### config.mk
export PLATFORM = sky130hd
export DESIGN_NAME = sarc_chain_ctrl
export DESIGN_NICKNAME = d
export VERILOG_FILES = /design/src/rtl/sarc_pkg.sv /design/src/rtl/sarc_sar.sv /design/src/rtl/sarc_sequencer.sv /design/src/rtl/sarc_regs.sv /design/src/rtl/sarc_chain_ctrl.sv
export SDC_FILE = /design/constraint.sdc
export NUM_CORES = 1
export LEC_CHECK = 0
export BUFFER_PORTS_ARGS = -buffer_cell sky130_fd_sc_hd__buf_4
export CAP_MARGIN = 20
export CORE_AREA = 2 2 171 173
export DETAILED_ROUTE_END_ITERATION = 7
export DIE_AREA = 0 0 173 175
export SKIP_LAST_GASP = 1
export SYNTH_ARGS = -nofsm -noshare
export SYNTH_HDL_FRONTEND = slang
export SYNTH_SLANG_ARGS = --single-unit
export TNS_END_PERCENT = 20
### constraint.sdc
create_clock -name clk -period 5 [get_ports clk]
set_clock_uncertainty 0.2 [all_clocks]
set_input_delay 0.75 -clock clk [delete_from_list [all_inputs] [get_ports clk]]
set_output_delay 0.75 -clock clk [all_outputs]
set_load 0.02 [all_outputs]
### src/rtl/sarc_pkg.sv
// Shared constants for the chained-channel SAR controller: register offsets,
// bit positions inside the configuration word, phase lengths and the phase type.
package sarc_pkg;
    localparam int ADDR_W = 12;
    localparam int DATA_W = 32;

    localparam logic [ADDR_W-1:0] OFS_CFG        = 12'h000;
    localparam logic [ADDR_W-1:0] OFS_CHAIN_STAT = 12'h010;
    localparam logic [ADDR_W-1:0] OFS_DONE_FLAGS = 12'h014;
    localparam logic [ADDR_W-1:0] OFS_CHAIN_IE   = 12'h020;
    localparam logic [ADDR_W-1:0] OFS_DMA_EN     = 12'h040;
    localparam logic [ADDR_W-1:0] OFS_DMA_SEL    = 12'h044;
    localparam logic [ADDR_W-1:0] OFS_SAMP_TIME  = 12'h094;
    localparam logic [ADDR_W-1:0] OFS_CH_SELECT  = 12'h0A4;
    localparam logic [ADDR_W-1:0] OFS_RESULT0    = 12'h100;

    localparam int CFG_PWDN_BIT  = 0;
    localparam int CFG_GO_BIT    = 24;
    localparam int CFG_MODE_BIT  = 29;
    localparam int VALID_BIT     = 19;

    localparam logic [DATA_W-1:0] CFG_RESET  = 32'h0000_3901;
    localparam logic [7:0]        SAMP_RESET = 8'h14;

    localparam int SAMP_FLOOR   = 8;
    localparam int WARM_CYCLES  = 3;
    localparam int XFER_CYCLES  = 2;
    localparam int DATA_CYCLES  = 2;
    localparam int STEP_CYCLES  = 4;

    typedef enum logic [2:0] {
        PH_IDLE,
        PH_SAMPLE,
        PH_XFER,
        PH_CONV,
        PH_DATA
    } sarc_phase_e;
endpackage

### src/rtl/sarc_sar.sv
// Successive-approximation register. On load it presents mid-scale as the
// first trial. On each decision strobe it keeps or drops the bit under test,
// based on the comparator, and raises the next lower trial bit.
// Assumes strobes for steps 0..RES-1 arrive in order after a load.
module sarc_sar #(
    parameter int RES    = 12,
    parameter int STEP_W = 4
) (
    input  logic              clk,
    input  logic              rst_n,
    input  logic              load,
    input  logic              strobe,
    input  logic [STEP_W-1:0] step,
    input  logic              cmp,
    output logic [RES-1:0]    code
);
    logic [RES-1:0] code_nxt;

    // Next trial code: the decided bit takes the comparator value, the one below turns on.
    always_comb begin
        code_nxt = code;
        for (int k = 0; k < RES; k++) begin
            if (int'(step) == RES - 1 - k) code_nxt[k] = cmp;
            if (int'(step) == RES - 2 - k) code_nxt[k] = 1'b1;
        end
    end

    // Code register: mid-scale on load, refined on each decision strobe.
    always_ff @(posedge clk) begin
        if (!rst_n)      code <= '0;
        else if (load)   code <= {1'b1, {(RES-1){1'b0}}};
        else if (strobe) code <= code_nxt;
    end

    // the first decision always starts from a mid-scale trial.
    a_r2_load_midscale: assert property (@(posedge clk) disable iff (!rst_n)
        load |=> (code[RES-1] && (code[RES-2:0] == '0)));
endmodule

### src/rtl/sarc_sequencer.sv
// Chain sequencer. It captures the channel selection when a chain begins and
// walks the selected inputs in ascending order. For each input it times the
// sample, transfer, bit-step and data phases, and it emits one pulse per
// stored result and one per finished chain. Assumes samp_cyc is already
// clamped to the floor.
module sarc_sequencer import sarc_pkg::*; #(
    parameter int NCH    = 8,
    parameter int RES    = 12,
    parameter int SAMP_W = 8,
    parameter int STEP_W = 4
) (
    input  logic                     clk,
    input  logic                     rst_n,
    input  logic                     go,
    input  logic                     cont_req,
    input  logic [NCH-1:0]           chan_mask,
    input  logic [SAMP_W-1:0]        samp_cyc,
    output logic                     busy,
    output logic [$clog2(NCH)-1:0]   cur_ch,
    output logic                     sar_load,
    output logic                     sar_strobe,
    output logic [STEP_W-1:0]        sar_step,
    output logic                     conv_done,
    output logic                     chain_done
);
    localparam int CH_W     = $clog2(NCH);
    localparam int CONV_CYC = (RES + 2) * STEP_CYCLES;
    localparam int CONV_W   = $clog2(CONV_CYC);
    localparam int CNT_W    = (SAMP_W + 1 > CONV_W) ? SAMP_W + 1 : CONV_W;
    localparam int STEP_SH  = $clog2(STEP_CYCLES);

    sarc_phase_e      phase;
    logic [CNT_W-1:0] cnt;
    logic [NCH-1:0]   snap;
    logic [SAMP_W-1:0] samp_lat;
    logic [CH_W-1:0]  first_ch;
    logic [CH_W-1:0]  next_ch;
    logic             has_next;
    logic             last_tick;
    logic             relaunch;

    // Lowest selected input of the live selection, used when a chain begins.
    always_comb begin
        first_ch = '0;
        for (int i = NCH - 1; i >= 0; i--)
            if (chan_mask[i]) first_ch = CH_W'(i);
    end

    // Next selected input above the current one in the captured selection.
    always_comb begin
        has_next = 1'b0;
        next_ch  = '0;
        for (int i = NCH - 1; i >= 0; i--)
            if (snap[i] && (i > int'(cur_ch))) begin
                has_next = 1'b1;
                next_ch  = CH_W'(i);
            end
    end

    // Final cycle of the current phase.
    always_comb begin
        case (phase)
            PH_SAMPLE: last_tick = (cnt == CNT_W'(samp_lat) - CNT_W'(1));
            PH_XFER:   last_tick = (cnt == CNT_W'(XFER_CYCLES - 1));
            PH_CONV:   last_tick = (cnt == CNT_W'(CONV_CYC - 1));
            PH_DATA:   last_tick = (cnt == CNT_W'(DATA_CYCLES - 1));
            default:   last_tick = 1'b0;
        endcase
    end

    assign busy       = (phase != PH_IDLE);
    assign conv_done  = (phase == PH_DATA) && last_tick;
    assign chain_done = conv_done && !has_next;
    assign relaunch   = chain_done && cont_req && (|chan_mask);
    assign sar_load   = (phase == PH_XFER) && last_tick;
    assign sar_step   = STEP_W'(cnt >> STEP_SH);
    assign sar_strobe = (phase == PH_CONV) && (&cnt[STEP_SH-1:0]) && (sar_step < STEP_W'(RES));

    // Phase machine: launch, per-phase counting, advance to next input or next chain.
    always_ff @(posedge clk) begin
        if (!rst_n) begin
            phase    <= PH_IDLE;
            cnt      <= '0;
            snap     <= '0;
            cur_ch   <= '0;
            samp_lat <= SAMP_W'(SAMP_FLOOR);
        end else if (phase == PH_IDLE) begin
            if (go && (|chan_mask)) begin
                snap     <= chan_mask;
                cur_ch   <= first_ch;
                samp_lat <= samp_cyc;
                phase    <= PH_SAMPLE;
                cnt      <= '0;
            end
        end else if (!last_tick) begin
            cnt <= cnt + CNT_W'(1);
        end else begin
            cnt <= '0;
            case (phase)
                PH_SAMPLE: phase <= PH_XFER;
                PH_XFER:   phase <= PH_CONV;
                PH_CONV:   phase <= PH_DATA;
                default: begin
                    if (has_next) begin
                        cur_ch <= next_ch;
                        phase  <= PH_SAMPLE;
                    end else if (relaunch) begin
                        snap     <= chan_mask;
                        cur_ch   <= first_ch;
                        samp_lat <= samp_cyc;
                        phase    <= PH_SAMPLE;
                    end else begin
                        phase <= PH_IDLE;
                    end
                end
            endcase
        end
    end

    // a sample phase never runs shorter than the floor.
    a_r4_samp_floor: assert property (@(posedge clk) disable iff (!rst_n)
        (phase == PH_SAMPLE) |-> (samp_lat >= SAMP_W'(SAMP_FLOOR)));

    // within a chain each following input has a higher index.
    a_r3_ascending: assert property (@(posedge clk) disable iff (!rst_n)
        (conv_done && has_next) |=> (cur_ch > $past(cur_ch)));

    // repeating mode starts the next chain on the following clock.
    a_r9_back_to_back: assert property (@(posedge clk) disable iff (!rst_n)
        relaunch |=> (phase == PH_SAMPLE));

    // without a repeat request the sequencer goes idle after the chain.
    a_r8_idle_after: assert property (@(posedge clk) disable iff (!rst_n)
        (chain_done && !cont_req) |=> !busy);
endmodule

### src/rtl/sarc_regs.sv
// Register file of the controller. It holds configuration, sample time,
// channel selection, interrupt and DMA enables, the write-1-to-clear flags
// and the per-input result registers. Reads are combinational on the
// address; a read strobe on a result clears its valid bit. Assumes at most
// one result store per clock.
module sarc_regs import sarc_pkg::*; #(
    parameter int NCH    = 8,
    parameter int RES    = 12,
    parameter int SAMP_W = 8
) (
    input  logic                   clk,
    input  logic                   rst_n,
    input  logic                   reg_wr,
    input  logic                   reg_rd,
    input  logic [ADDR_W-1:0]      reg_addr,
    input  logic [DATA_W-1:0]      reg_wdata,
    output logic [DATA_W-1:0]      reg_rdata,
    input  logic                   conv_done,
    input  logic [$clog2(NCH)-1:0] conv_ch,
    input  logic [RES-1:0]         conv_code,
    input  logic                   chain_done,
    output logic                   pwdn,
    output logic                   go_bit,
    output logic                   cont_mode,
    output logic                   warm_busy,
    output logic [NCH-1:0]         chan_mask,
    output logic [SAMP_W-1:0]      samp_eff,
    output logic                   irq,
    output logic [NCH-1:0]         dma_req
);
    localparam int CH_W   = $clog2(NCH);
    localparam int WARM_W = $clog2(WARM_CYCLES + 1);
    localparam logic [ADDR_W-1:0] RESULT_END = OFS_RESULT0 + ADDR_W'(4 * NCH);

    logic [DATA_W-1:0] cfg;
    logic [SAMP_W-1:0] samp_raw;
    logic [NCH-1:0]    ch_sel;
    logic [NCH-1:0]    dma_sel;
    logic              dma_en;
    logic              chain_ie;
    logic              chain_stat;
    logic [WARM_W-1:0] warm_cnt;
    logic [NCH-1:0]    done_flags;
    logic [NCH-1:0]    valid;
    logic [RES-1:0]    result [NCH];

    logic              wr_cfg, wr_stat, wr_flags;
    logic              res_hit;
    logic [CH_W-1:0]   res_idx;

    assign wr_cfg   = reg_wr && (reg_addr == OFS_CFG);
    assign wr_stat  = reg_wr && (reg_addr == OFS_CHAIN_STAT);
    assign wr_flags = reg_wr && (reg_addr == OFS_DONE_FLAGS);
    assign res_hit  = (reg_addr >= OFS_RESULT0) && (reg_addr < RESULT_END) && (reg_addr[1:0] == 2'b00);
    assign res_idx  = CH_W'((reg_addr - OFS_RESULT0) >> 2);

    assign pwdn      = cfg[CFG_PWDN_BIT];
    assign go_bit    = cfg[CFG_GO_BIT];
    assign cont_mode = cfg[CFG_MODE_BIT];
    assign warm_busy = (warm_cnt != '0);
    assign chan_mask = ch_sel;
    assign samp_eff  = (samp_raw < SAMP_W'(SAMP_FLOOR)) ? SAMP_W'(SAMP_FLOOR) : samp_raw;
    assign irq       = chain_stat && chain_ie;

    // Configuration word: software writes win; single-pass go self-clears at chain end.
    always_ff @(posedge clk) begin
        if (!rst_n)                          cfg <= CFG_RESET;
        else if (wr_cfg)                     cfg <= reg_wdata;
        else if (chain_done && !cont_mode)   cfg[CFG_GO_BIT] <= 1'b0;
    end

    // Warm-up window counter, armed when power-down is released.
    always_ff @(posedge clk) begin
        if (!rst_n)                                            warm_cnt <= '0;
        else if (wr_cfg && pwdn && !reg_wdata[CFG_PWDN_BIT])   warm_cnt <= WARM_W'(WARM_CYCLES);
        else if (warm_cnt != '0)                               warm_cnt <= warm_cnt - WARM_W'(1);
    end

    // Plain read/write control registers.
    always_ff @(posedge clk) begin
        if (!rst_n) begin
            samp_raw <= SAMP_RESET;
            ch_sel   <= '0;
            dma_sel  <= '0;
            dma_en   <= 1'b0;
            chain_ie <= 1'b0;
        end else if (reg_wr) begin
            if (reg_addr == OFS_SAMP_TIME) samp_raw <= reg_wdata[SAMP_W-1:0];
            if (reg_addr == OFS_CH_SELECT) ch_sel   <= reg_wdata[NCH-1:0];
            if (reg_addr == OFS_DMA_SEL)   dma_sel  <= reg_wdata[NCH-1:0];
            if (reg_addr == OFS_DMA_EN)    dma_en   <= reg_wdata[0];
            if (reg_addr == OFS_CHAIN_IE)  chain_ie <= reg_wdata[0];
        end
    end

    // Chain-finished flag: set by the sequencer, cleared by writing 1; set wins.
    always_ff @(posedge clk) begin
        if (!rst_n)                       chain_stat <= 1'b0;
        else if (chain_done)              chain_stat <= 1'b1;
        else if (wr_stat && reg_wdata[0]) chain_stat <= 1'b0;
    end

    // Per-input result, valid, done flag and DMA request.
    for (genvar i = 0; i < NCH; i++) begin : g_ch
        logic store;
        logic flag_q, valid_q, dreq_q;
        logic [RES-1:0] data_q;

        assign store = conv_done && (conv_ch == CH_W'(i));

        // Stores the code and tracks the valid and done flags of this input.
        always_ff @(posedge clk) begin
            if (!rst_n) begin
                flag_q  <= 1'b0;
                valid_q <= 1'b0;
                data_q  <= '0;
                dreq_q  <= 1'b0;
            end else begin
                dreq_q <= store && dma_en && dma_sel[i];
                if (store) begin
                    data_q  <= conv_code;
                    valid_q <= 1'b1;
                    flag_q  <= 1'b1;
                end else begin
                    if (reg_rd && res_hit && (res_idx == CH_W'(i))) valid_q <= 1'b0;
                    if (wr_flags && reg_wdata[i])                   flag_q  <= 1'b0;
                end
            end
        end

        assign done_flags[i] = flag_q;
        assign valid[i]      = valid_q;
        assign result[i]     = data_q;
        assign dma_req[i]    = dreq_q;
    end

    // Read multiplexer.
    always_comb begin
        reg_rdata = '0;
        case (reg_addr)
            OFS_CFG:        reg_rdata = cfg;
            OFS_CHAIN_STAT: reg_rdata[0] = chain_stat;
            OFS_DONE_FLAGS: reg_rdata[NCH-1:0] = done_flags;
            OFS_CHAIN_IE:   reg_rdata[0] = chain_ie;
            OFS_DMA_EN:     reg_rdata[0] = dma_en;
            OFS_DMA_SEL:    reg_rdata[NCH-1:0] = dma_sel;
            OFS_SAMP_TIME:  reg_rdata[SAMP_W-1:0] = samp_raw;
            OFS_CH_SELECT:  reg_rdata[NCH-1:0] = ch_sel;
            default: begin
                if (res_hit) begin
                    reg_rdata[RES-1:0] = result[res_idx];
                    reg_rdata[VALID_BIT] = valid[res_idx];
                end
            end
        endcase
    end

    // a stored result raises its done flag.
    a_r6_flag_set: assert property (@(posedge clk) disable iff (!rst_n)
        conv_done |=> done_flags[$past(conv_ch)]);

    // a stored result is marked valid.
    a_r2_valid_set: assert property (@(posedge clk) disable iff (!rst_n)
        conv_done |=> valid[$past(conv_ch)]);

    // the end of a chain raises the chain-finished flag.
    a_r7_chain_flag: assert property (@(posedge clk) disable iff (!rst_n)
        chain_done |=> chain_stat);

    // a DMA request lasts one clock.
    a_r12_dma_pulse: assert property (@(posedge clk) disable iff (!rst_n)
        (|dma_req) |=> (dma_req == '0));
endmodule

### src/rtl/sarc_chain_ctrl.sv
// Top of the chained-channel SAR controller. It joins the register file,
// the chain sequencer and the approximation register, and gates chain
// launch on go, power-down and the warm-up window. The comparator is
// external and is sampled on each decision strobe.
module sarc_chain_ctrl import sarc_pkg::*; #(
    parameter int NCH    = 8,
    parameter int RES    = 12,
    parameter int SAMP_W = 8
) (
    input  logic                   clk,
    input  logic                   rst_n,
    input  logic                   reg_wr,
    input  logic                   reg_rd,
    input  logic [11:0]            reg_addr,
    input  logic [31:0]            reg_wdata,
    output logic [31:0]            reg_rdata,
    input  logic                   sar_cmp,
    output logic [RES-1:0]         sar_dac_code,
    output logic [$clog2(NCH)-1:0] conv_ch,
    output logic                   conv_busy,
    output logic                   irq,
    output logic [NCH-1:0]         dma_req
);
    localparam int STEP_W = $clog2(RES + 2);

    logic              pwdn, go_bit, cont_mode, warm_busy;
    logic [NCH-1:0]    chan_mask;
    logic [SAMP_W-1:0] samp_eff;
    logic              go, cont_req;
    logic              sar_load, sar_strobe;
    logic [STEP_W-1:0] sar_step;
    logic              conv_done, chain_done;

    assign go       = go_bit && !pwdn && !warm_busy;
    assign cont_req = go && cont_mode;

    sarc_regs #(.NCH(NCH), .RES(RES), .SAMP_W(SAMP_W)) u_regs (
        .clk        (clk),
        .rst_n      (rst_n),
        .reg_wr     (reg_wr),
        .reg_rd     (reg_rd),
        .reg_addr   (reg_addr),
        .reg_wdata  (reg_wdata),
        .reg_rdata  (reg_rdata),
        .conv_done  (conv_done),
        .conv_ch    (conv_ch),
        .conv_code  (sar_dac_code),
        .chain_done (chain_done),
        .pwdn       (pwdn),
        .go_bit     (go_bit),
        .cont_mode  (cont_mode),
        .warm_busy  (warm_busy),
        .chan_mask  (chan_mask),
        .samp_eff   (samp_eff),
        .irq        (irq),
        .dma_req    (dma_req)
    );

    sarc_sequencer #(.NCH(NCH), .RES(RES), .SAMP_W(SAMP_W), .STEP_W(STEP_W)) u_seq (
        .clk        (clk),
        .rst_n      (rst_n),
        .go         (go),
        .cont_req   (cont_req),
        .chan_mask  (chan_mask),
        .samp_cyc   (samp_eff),
        .busy       (conv_busy),
        .cur_ch     (conv_ch),
        .sar_load   (sar_load),
        .sar_strobe (sar_strobe),
        .sar_step   (sar_step),
        .conv_done  (conv_done),
        .chain_done (chain_done)
    );

    sarc_sar #(.RES(RES), .STEP_W(STEP_W)) u_sar (
        .clk    (clk),
        .rst_n  (rst_n),
        .load   (sar_load),
        .strobe (sar_strobe),
        .step   (sar_step),
        .cmp    (sar_cmp),
        .code   (sar_dac_code)
    );

    // no chain begins while powered down.
    a_r10_pwdn_blocks: assert property (@(posedge clk) disable iff (!rst_n)
        (!conv_busy && pwdn) |=> !conv_busy);

    // a pending go waits out the warm-up window.
    a_r10_warm_hold: assert property (@(posedge clk) disable iff (!rst_n)
        (!conv_busy && warm_busy) |=> !conv_busy);
endmodule

==> summary.txt, run 1 <==
Global routing
  – Vias in the first global route: roughly 8700
  – Initial antenna violation count: 0
  – Global-route wire length before repair: ~48 mm
  – Maximum number of pins on one net before global-route repair: 71
  – Overall overflow remaining after global route: 0
  – Total GRT Usage: 19.3%

Flow run
  – Number of maximum-capacitance constraint violations: 0

Clocking
  – Worst-Skew Late Latency: 530 ps
  – TritonCTS buffer count: 24
  – Post-cts repair resize count: 0
  – Number of levels in the clock H-tree: 1
  – Buffer cell driving the clock tree root: clkbuf_16
  – Count of hold-fix buffers inserted at cts: 0
  – CTS tree: built
  – Setup bufs post-CTS: 0
  – Worst-case clock buffer depth: 3
  – Clk sink count: about 220
  – Clock-pin slew reported for the worst setup and hold paths after clock tree synthesis: 60 ps

Worst setup path
  – Crit Path Class: in -> out
  – Buffering stage count on the worst path with inverters included: 3
  – Peak per-stage delay on the critical path: around 640 ps
  – Setup crit start kind: input pin
  – Worst Path Required: just over 4000 ps
  – Maximum fanout along the worst path: 11
  – Critical-path cell with the highest stage delay: nor4b_4
  – Crit-path most repeated cell: buf_4
  – Endpoint kind of the worst setup timing path: primary output
  – Sequence of cells on the critical path: buf_4, or4_1, or3_1, nor4b_4, buf_4, a22oi_1, o21ai_0, buf_4
  – Arrival @ worst endpoint: approximately 3300 ps
  – Largest delay contributor family on the critical path: simple AND/OR/NAND/NOR gates

Layout
  – Final core area utilization: 45.2%
  – ANT cells: 0
  – Post-route non-filler standard cell count: about 1700
  – Design Area, Final: roughly 13000 um2
  – # fillers: 2697
  – Area of the multi-input gates: a little over 6000 um2
  – Ratio of cells with drive above 1 in the final layout: 18.8%
  – Area taken by flip-flops and latches: roughly 4500 um2
  – Number of nets in the layout: ~1300
  – Area delta synth->final: 14.6%

Yosys
  – Seq/Total Area, Yosys: 39.9%
  – Count of unique library cells instantiated by Yosys: 84
  – Cell area after synthesis: approximately 11000 um2
  – Arithmetic-cell share of the synthesized area counting full adders, half adders and majority gates: 0.336%
  – Post-synthesis instance total: about 1200
  – Multiplexer area fraction after synthesis: 15.5%
  – Syn. warnings: 0
  – Most area-hungry cell type in the Yosys netlist: dfxtp_1
  – Mean instance size in the synthesized netlist: 9.05 um2
  – Largest cells by area after synthesis: dfxtp_1 40%, mux2i_1 9.4%, mux4_2 5.2%
  – Area fraction in compound gates after synthesis: between 10% and 20%
  – Post-synthesis sequential element count: roughly 220
  – Main flop type after synthesis: dfxtp_1
  – Post-synthesis xor/xnor area fraction: between 1 and 1.5%
  – Share of the synthesized area in the top cell type: 39.9%
  – Dominant combinational cell family by area after synthesis: simple AND/OR/NAND/NOR gates
  – Simple-gate area share of the yosys netlist: a little under a quarter
  – Number of nets in the synthesized netlist: approximately 1300
  – Most repeated cell in the gate-level netlist after synthesis: dfxtp_1
  – List of most frequent post-synthesis cells: 223 x dfxtp_1, 143 x nand2_1, 137 x nor2_1
  – Number of synthesized flops with an enable pin: 0
  – Share of synthesized registers carrying an async set or reset: 0%

Power
  – Total power divided by cell area: approximately 300 nW/um2
  – LEAKAGE: around 5.2 nW
  – Worst ir drop on vdd: 0.257 mV

Routing
  – Final routed DRC violation total: 0
  – Number of iterations in the first detailed-routing pass: 5
  – DR vias/cell: roughly 5.5
  – Routed wire length: 30.0 mm
  – First DRT Iteration DRCs: about 800
  – Antenna violation net count after detailed routing: 0
  – Number of vias in the routed layout: slightly above 9000
  – Wire length per cell after detailed routing: approximately 18 um

Floorplanning
  – Core region area: around 28000 um2
  – Die Span Y: between 150 and 200 um
  – Top-level I/O count: 106
  – Die Width: 173 um
  – Row cnt: between 60 and 70
  – Die Footprint: 30300 um2
  – Initial cell density of the core: between 30% and 40%

Placed design
  – Cell Count Post-Placement: roughly 1600
  – GPL Wtd Cong: just under 0.9
  – Port Buf Inserts: 105
  – Final HPWL from detailed placement: 20.0 mm
  – Area after detailed placement: between 10000 and 15000 um2

STA
  – Slew of the pin with the lowest slew margin: a little under 900 ps
  – Total Negative Setup Slacks: 0 ps
  – Hold slack: ~230 ps
  – Final Max Slew Viols: 0
  – Final-report setup violation count: 0
  – Final period utilization: roughly 86%
  – Final critical-path required period: 4280 ps
  – Final Hold Violating Endpoints: 0
  – Achievable Freq: 234 MHz
  – Headroom to the max-slew limit: roughly two fifths
  – Setup repair after global routing missed its margin: no

Outcome
  – Run status: completed

Min path
  – Path category of the worst min-delay check: in -> reg
-- per-stage QoR --
| step | worst slack [ps] | total power [mW] |
|---|---|---|
| 4_1_cts | 764 | 3.93 |
| 6_report | 719 | 3.90 |
| 3_3_place_gp | 780 | 2.11 |
| 2_1_floorplan | 1110 | 2.03 |
| 3_5_place_dp | 763 | 2.12 |
| 5_1_grt | 555 | 4.02 |
-- report_power, final --
group	leakage, nW	internal [mW]	switching, mW
combinational	3.03	0.0924	0.175
sequential	1.80	1.79	0.0208
clock	0.398	1.08	0.741
total	5.23	2.96	0.936
-- flip-flops by register name (all words and copies together), names as in the netlist --
| signal | flops |
|---|---|
| u_regs.cfg | 32 |
| u_regs.chain_ie | 1 |
| u_regs.chain_stat | 1 |
| u_regs.chan_mask | 8 |
| u_regs.dma_en | 1 |
| u_regs.dma_sel | 8 |
| u_regs.g_ch.data_q | 96 |
| u_regs.g_ch.dreq_q | 8 |
| u_regs.g_ch.flag_q | 8 |
| u_regs.g_ch.valid_q | 8 |
| u_regs.samp_raw | 8 |
| u_regs.warm_cnt | 2 |
| u_sar.code | 12 |
| u_seq.cnt | 9 |
| u_seq.cur_ch | 3 |
| u_seq.phase | 3 |
| u_seq.samp_lat | 8 |
| u_seq.snap | 7 |
-- cell usage in the layout (no fill, tap or decap), types with 5 or more instances in the layout --
cell / netlist / routed
a211oi_1: 5 / 5
a21bo_1: 7 / 7
a21oi_1: 87 / 87
a222oi_1: 14 / 14
a22oi_1: 8 / 8
a31oi_1: 15 / 15
and2_1: 27 / 27
and3_1: 10 / 10
buf_4: 10 / 121
clkbuf_16: 0 / 24
clkbuf_8: 0 / 6
clkinv_2: 0 / 5
dfxtp_1: 223 / 223
inv_1: 17 / 16
mux2_2: 9 / 9
mux2i_1: 105 / 105
mux4_2: 26 / 26
nand2_1: 143 / 143
nand2b_1: 14 / 14
nand3_1: 46 / 46
nand4_1: 21 / 21
nand4_4: 9 / 9
nor2_1: 137 / 137
nor3_1: 37 / 37
nor4_1: 17 / 17
o21ai_0: 15 / 15
o311ai_2: 9 / 9
or3_1: 12 / 12
xnor2_1: 6 / 6
xor2_1: 9 / 9
-- worst paths after layout --
check	from	endpoint	slack [ps]	cells past startpoint
setup / recovery	reg_addr[9]	reg_rdata[8]	720	8
hold / removal	reg_wdata[11]	u_regs.cfg[11]	230	3
setup reg to reg	u_seq.phase[0]	u_regs.g_ch[0].dreq_q	1150	8
hold reg to reg	u_regs.cfg[28]	u_regs.cfg[28]	250	2
-- per-layer routing --
metal / vias to the layer above / track usage, % / wire length, um
met5: - / 0 / 0
met4: 0 / 6.43 / 870
met3: 48 / 2.98 / 1690
met2: 248 / 32.8 / 14100
met1: 4369 / 25.1 / 13300
li1: 4492 / - / -
-- cells by family (layout without fill, tap and decap cells) --
| logic type | after synthesis | after routing |
|---|---|---|
| flops | 223 | 223 |
| buf+inv | 136 | 183 |
| xor+xnor | 15 | 15 |
| mux | 140 | 140 |
| simple gates | 512 | 512 |
| compound gates | 207 | 207 |
| fa+ha+maj | 3 | 3 |
-- tightest hold or removal path, delay by kind of cell --
family / cells / cell delay [ps]
buffers and inverters: 1 / 80
AND/OR/NAND/NOR: 2 / 110
-- cell type report --
type,count,area share (%)
tap,384,3.75
multi-input combinational,877,47.4
sequential,223,34.8
timing repair buffer,121,7.08
inverter,18,0.546
clock inverter,11,0.966
clock buffer,33,5.41
Note: power is estimated with default switching activity, not from simulation.
==> run 2, diff against run 1 <==
--- a/config.mk
+++ b/config.mk
@@ -5,11 +5,12 @@
 export SDC_FILE = /design/constraint.sdc
 export NUM_CORES = 1
 export LEC_CHECK = 0
+export ABC_AREA = 1
 export BUFFER_PORTS_ARGS = -buffer_cell sky130_fd_sc_hd__buf_4
 export CAP_MARGIN = 20
-export CORE_AREA = 2 2 171 173
+export CORE_AREA = 2 2 164 166
 export DETAILED_ROUTE_END_ITERATION = 7
-export DIE_AREA = 0 0 173 175
+export DIE_AREA = 0 0 166 168
 export SKIP_LAST_GASP = 1
 export SYNTH_ARGS = -nofsm -noshare
 export SYNTH_HDL_FRONTEND = slang
==> run 2 against run 1 <==
  * Worst hold slack gained 13 ps
  * Largest power group unchanged
  * Area after synthesis down 8.3%
  * First-iteration DRC count grew 19%
  * Sequential power is essentially flat
  * Non-clock buffer count decreased by 4
  * Synthesized cell count grew 14%
  * Critical endpoint is now reg_rdata[4]
  * Critical path depth up 2
  * Global-route usage rose by 2.7 points
  * Clock power grew 5%
  * Register-to-register slack improved by 480 ps
  * Flip-flop and latch count unchanged
  * Clock-buffer cell count rose by 4
==> summary.txt, run 2 <==
Placed design
  – Pre-CTS worst setup slack: 828 ps (+65.3 ps)
  – GPL Wtd Cong: 0.934 (+6.3%)
  – Cell Count Post-Placement: 1779 (+9.6%)
  – Port Buf Inserts: 105 (unchanged)
  – Final HPWL from detailed placement: 20.7 mm (+3.6%)
  – Area after detailed placement: 11100 um2 (-7.3%)

Worst setup path
  – Sequence of cells on the critical path: buf_4, or2_0, or3_1, nor2_1, nand2_1, nor2_2, inv_1, buf_4, o2111ai_1, buf_4
  – Start point of the critical path: reg_addr[10]
  – Worst Path Required: 4050 ps (about the same)
  – Maximum fanout along the worst path: 27 (+16)
  – R2r startpoint: u_seq.phase[2]
  – Crit Path Class: in -> out
  – Crit-path most repeated cell: buf_4
  – Critical-path cell with the highest stage delay: or3_1
  – Endpoint kind of the worst setup timing path: primary output
  – Arrival @ worst endpoint: 2960 ps (-370 ps)
  – Setup crit start kind: input pin
  – Peak per-stage delay on the critical path: 340 ps (-300 ps)

Routing
  – Final routed DRC violation total: 0 (unchanged)
  – Wire length per cell after detailed routing: 17.2 um (-4.5%)
  – Antenna violation net count after detailed routing: 0 (unchanged)
  – Routed wire length: 31.4 mm (+4.6%)
  – DR vias/cell: 5.34 (-2.8%)
  – Number of vias in the routed layout: 9759 (+6.6%)
  – Number of iterations in the first detailed-routing pass: 5 (unchanged)
  – First DRT Iteration DRCs: 923 (+19%)

Yosys
  – Largest cells by area after synthesis: dfxtp_1 44%, nor2_1 8.3%, inv_1 6.5%
  – Number of synthesized flops with an enable pin: 0 (unchanged)
  – Number of nets in the synthesized netlist: 1462 (+14%)
  – Main flop type after synthesis: dfxtp_1
  – Post-synthesis sequential element count: 223 (unchanged)
  – Share of the synthesized area in the top cell type: 43.5% (+3.6 points)
  – Share of synthesized registers carrying an async set or reset: 0% (unchanged)
  – Syn. warnings: 0 (unchanged)
  – Most repeated cell in the gate-level netlist after synthesis: nor2_1
  – Post-synthesis instance total: 1410 (+14%)
  – Seq/Total Area, Yosys: 43.5% (+3.6 points)
  – Count of unique library cells instantiated by Yosys: 46 (-45%)
  – List of most frequent post-synthesis cells: 227 x nor2_1, 223 x dfxtp_1, 177 x inv_1
  – Most area-hungry cell type in the Yosys netlist: dfxtp_1
  – Cell area after synthesis: 10300 um2 (-8.3%)
  – Mean instance size in the synthesized netlist: 7.27 um2 (-20%)

Power
  – Pwr Total: 4.24 mW (+8.8%)
  – NetSw: 1.12 mW (+19%)
  – Sequential Power Share: 43.3% (-3.2 points)
  – LEAKAGE: 4.89 nW (-6.4%)
  – Worst ir drop on vdd: 0.299 mV (+16%)
  – Combinational group share of total power: 11.5% (+4.6 points)
  – Cell Int Power: 3.12 mW (+5.5%)
  – Sw Share: 26.3% (+2.3 points)
  – Clk network pwr share: 45.2% (-1.5 points)
  – Total power divided by cell area: 353 nW/um2 (+16%)

STA
  – Final Hold Violating Endpoints: 0 (unchanged)
  – Hold slack: 243 ps (+12.9 ps)
  – Slew of the pin with the lowest slew margin: 1040 ps (+163 ps)
  – Worst Slack Setup Final: 1090 ps (+376 ps)
  – Headroom to the max-slew limit: 30.5% (-11 points)
  – Total Negative Setup Slacks: 0 ps (unchanged)
  – Final critical-path required period: 3910 ps (-376 ps)
  – Achievable Freq: 256 MHz (+9.6%)
  – Final Max Slew Viols: 0 (unchanged)
  – Final period utilization: 78.1% (-7.5 points)
  – Setup repair after global routing missed its margin: no
  – Final-report setup violation count: 0 (unchanged)

Clocking
  – Setup bufs post-CTS: 0 (unchanged)
  – Worst-Skew Late Latency: 520 ps (about the same)
  – Clk sink count: 223 (unchanged)
  – CTS tree: built
  – Post-cts repair resize count: 0 (unchanged)
  – Worst-case clock buffer depth: 3 (unchanged)
  – Clock-pin slew reported for the worst setup and hold paths after clock tree synthesis: 60 ps (about the same)
  – TritonCTS buffer count: 26 (+8.3%)
  – Number of levels in the clock H-tree: 1 (unchanged)
  – Count of hold-fix buffers inserted at cts: 0 (unchanged)
  – Buffer cell driving the clock tree root: clkbuf_16

Min path
  – Start point of the worst hold path: reg_wdata[8]
  – Path category of the worst min-delay check: in -> reg

Global routing
  – Initial antenna violation count: 1 (+1)
  – Overall overflow remaining after global route: 0 (unchanged)
  – Maximum number of pins on one net before global-route repair: 93 (+31%)
  – Vias in the first global route: 8999 (+3.3%)
  – Global-route wire length before repair: 49.8 mm (+3.8%)
  – Total GRT Usage: 22.0% (+2.7 points)

Layout
  – Design Area, Final: 12000 um2 (-6.4%)
  – Register with the highest flop count: u_regs.g_ch.data_q
  – Top flop regs: u_regs.g_ch.data_q (96), u_regs.cfg (32), u_sar.code (12)
  – Final core area utilization: 45.6% (+0.40 points)
  – Number of nets in the layout: 1518 (+15%)
  – Commonest cells after routing, fill and taps aside: 227 x nor2_1, 223 x dfxtp_1, 177 x inv_1
  – Ratio of cells with drive above 1 in the final layout: 13.2% (-5.6 points)
  – ANT cells: 0 (unchanged)
  – Most frequent standard cell in the layout excluding fill and tap cells: nor2_1
  – Post-route non-filler standard cell count: 1827 (+9.6%)
  – Area delta synth->final: 17.1%
  – Number of flip-flops under the largest register name: 96 (unchanged)

Outcome
  – Run status: completed

Flow run
  – Number of maximum-capacitance constraint violations: 0 (unchanged)

Floorplanning
  – Die Footprint: 27900 um2 (-7.9%)
  – Die Span Y: 168 um (-4.0%)
  – Initial cell density of the core: 38.9% (-0.48 points)
  – Core region area: 26400 um2 (-7.2%)
  – Top-level I/O count: 106 (unchanged)
  – Row cnt: 60 (-3.2%)
  – Die Width: 166 um (-4.0%)
[run 2: changes by cell type after synthesis, moves of 27 or more]
cell	previous run	this run
inv_1	17	177
mux2i_1	105	3
o21ai_0	15	111
nor2_1	137	227
a211oi_1	5	58
o22ai_1	3	50
a21oi_1	87	122
clkbuf_1	80	46
and2_1	27	0
[run 2: power by group through the flow]
stage | combinational (mW) | clock [mW] | sequential (mW)
2_1_floorplan | 0.349 | 0 | 1.87
3_3_place_gp | 0.482 | 0 | 1.87
3_5_place_dp | 0.487 | 0 | 1.87
4_1_cts | 0.488 | 1.94 | 1.83
5_1_grt | 0.555 | 2.02 | 1.84
6_report | 0.489 | 1.91 | 1.83
[run 2: path summary, 6_finish.rpt]
check | slack, ps | cells past startpoint | to
worst max-delay path | 1090 | 10 | reg_rdata[4]
worst min-delay path | 240 | 3 | u_regs.cfg[8]
worst max register to register | 1630 | 12 | u_regs.g_ch[7].data_q[4]
worst min register to register | 260 | 2 | u_regs.cfg[6]
[run 2: metal layers]
| metal | GRT usage (%) | wire length, um | vias to the layer above |
|---|---|---|---|
| met4 | 5.78 | 701 | 2 |
| met3 | 3.39 | 2480 | 41 |
| met5 | 0.348 | 10 | - |
| li1 | - | - | 4858 |
| met2 | 33.9 | 13600 | 377 |
| met1 | 32.1 | 14700 | 4481 |
[run 2: cell type report]
type | count | area, um2
flip-flops and latches | 223 | 4460
clock buffers | 37 | 763
fillers | 2690 | 14300
inverters | 190 | 713
well taps | 341 | 427
clock inverters | 11 | 110
multi-input cells | 908 | 4650
repair buffers | 117 | 878
[run 2: cells by family (layout without fill, tap and decap cells)]
kind of cell | count (synthesis) | count (layout) | share of synthesized area [%]
DFF | 223 | 223 | 43.5
buffers and inverters | 279 | 355 | 11.1
adders and majority gates | 3 | 3 | 0.366
xor gates and xnor gates | 2 | 2 | 0.171
muxes | 3 | 3 | 0.293
and+or+nand+nor | 471 | 471 | 19.9
AOI/OAI and AO/OA | 429 | 429 | 24.7
[run 2: critical path, delay by kind of cell]
kind / cells / cell delay [ps]
buf+inv: 4 / 700
compound gates: 1 / 290
simple gates: 5 / 1200
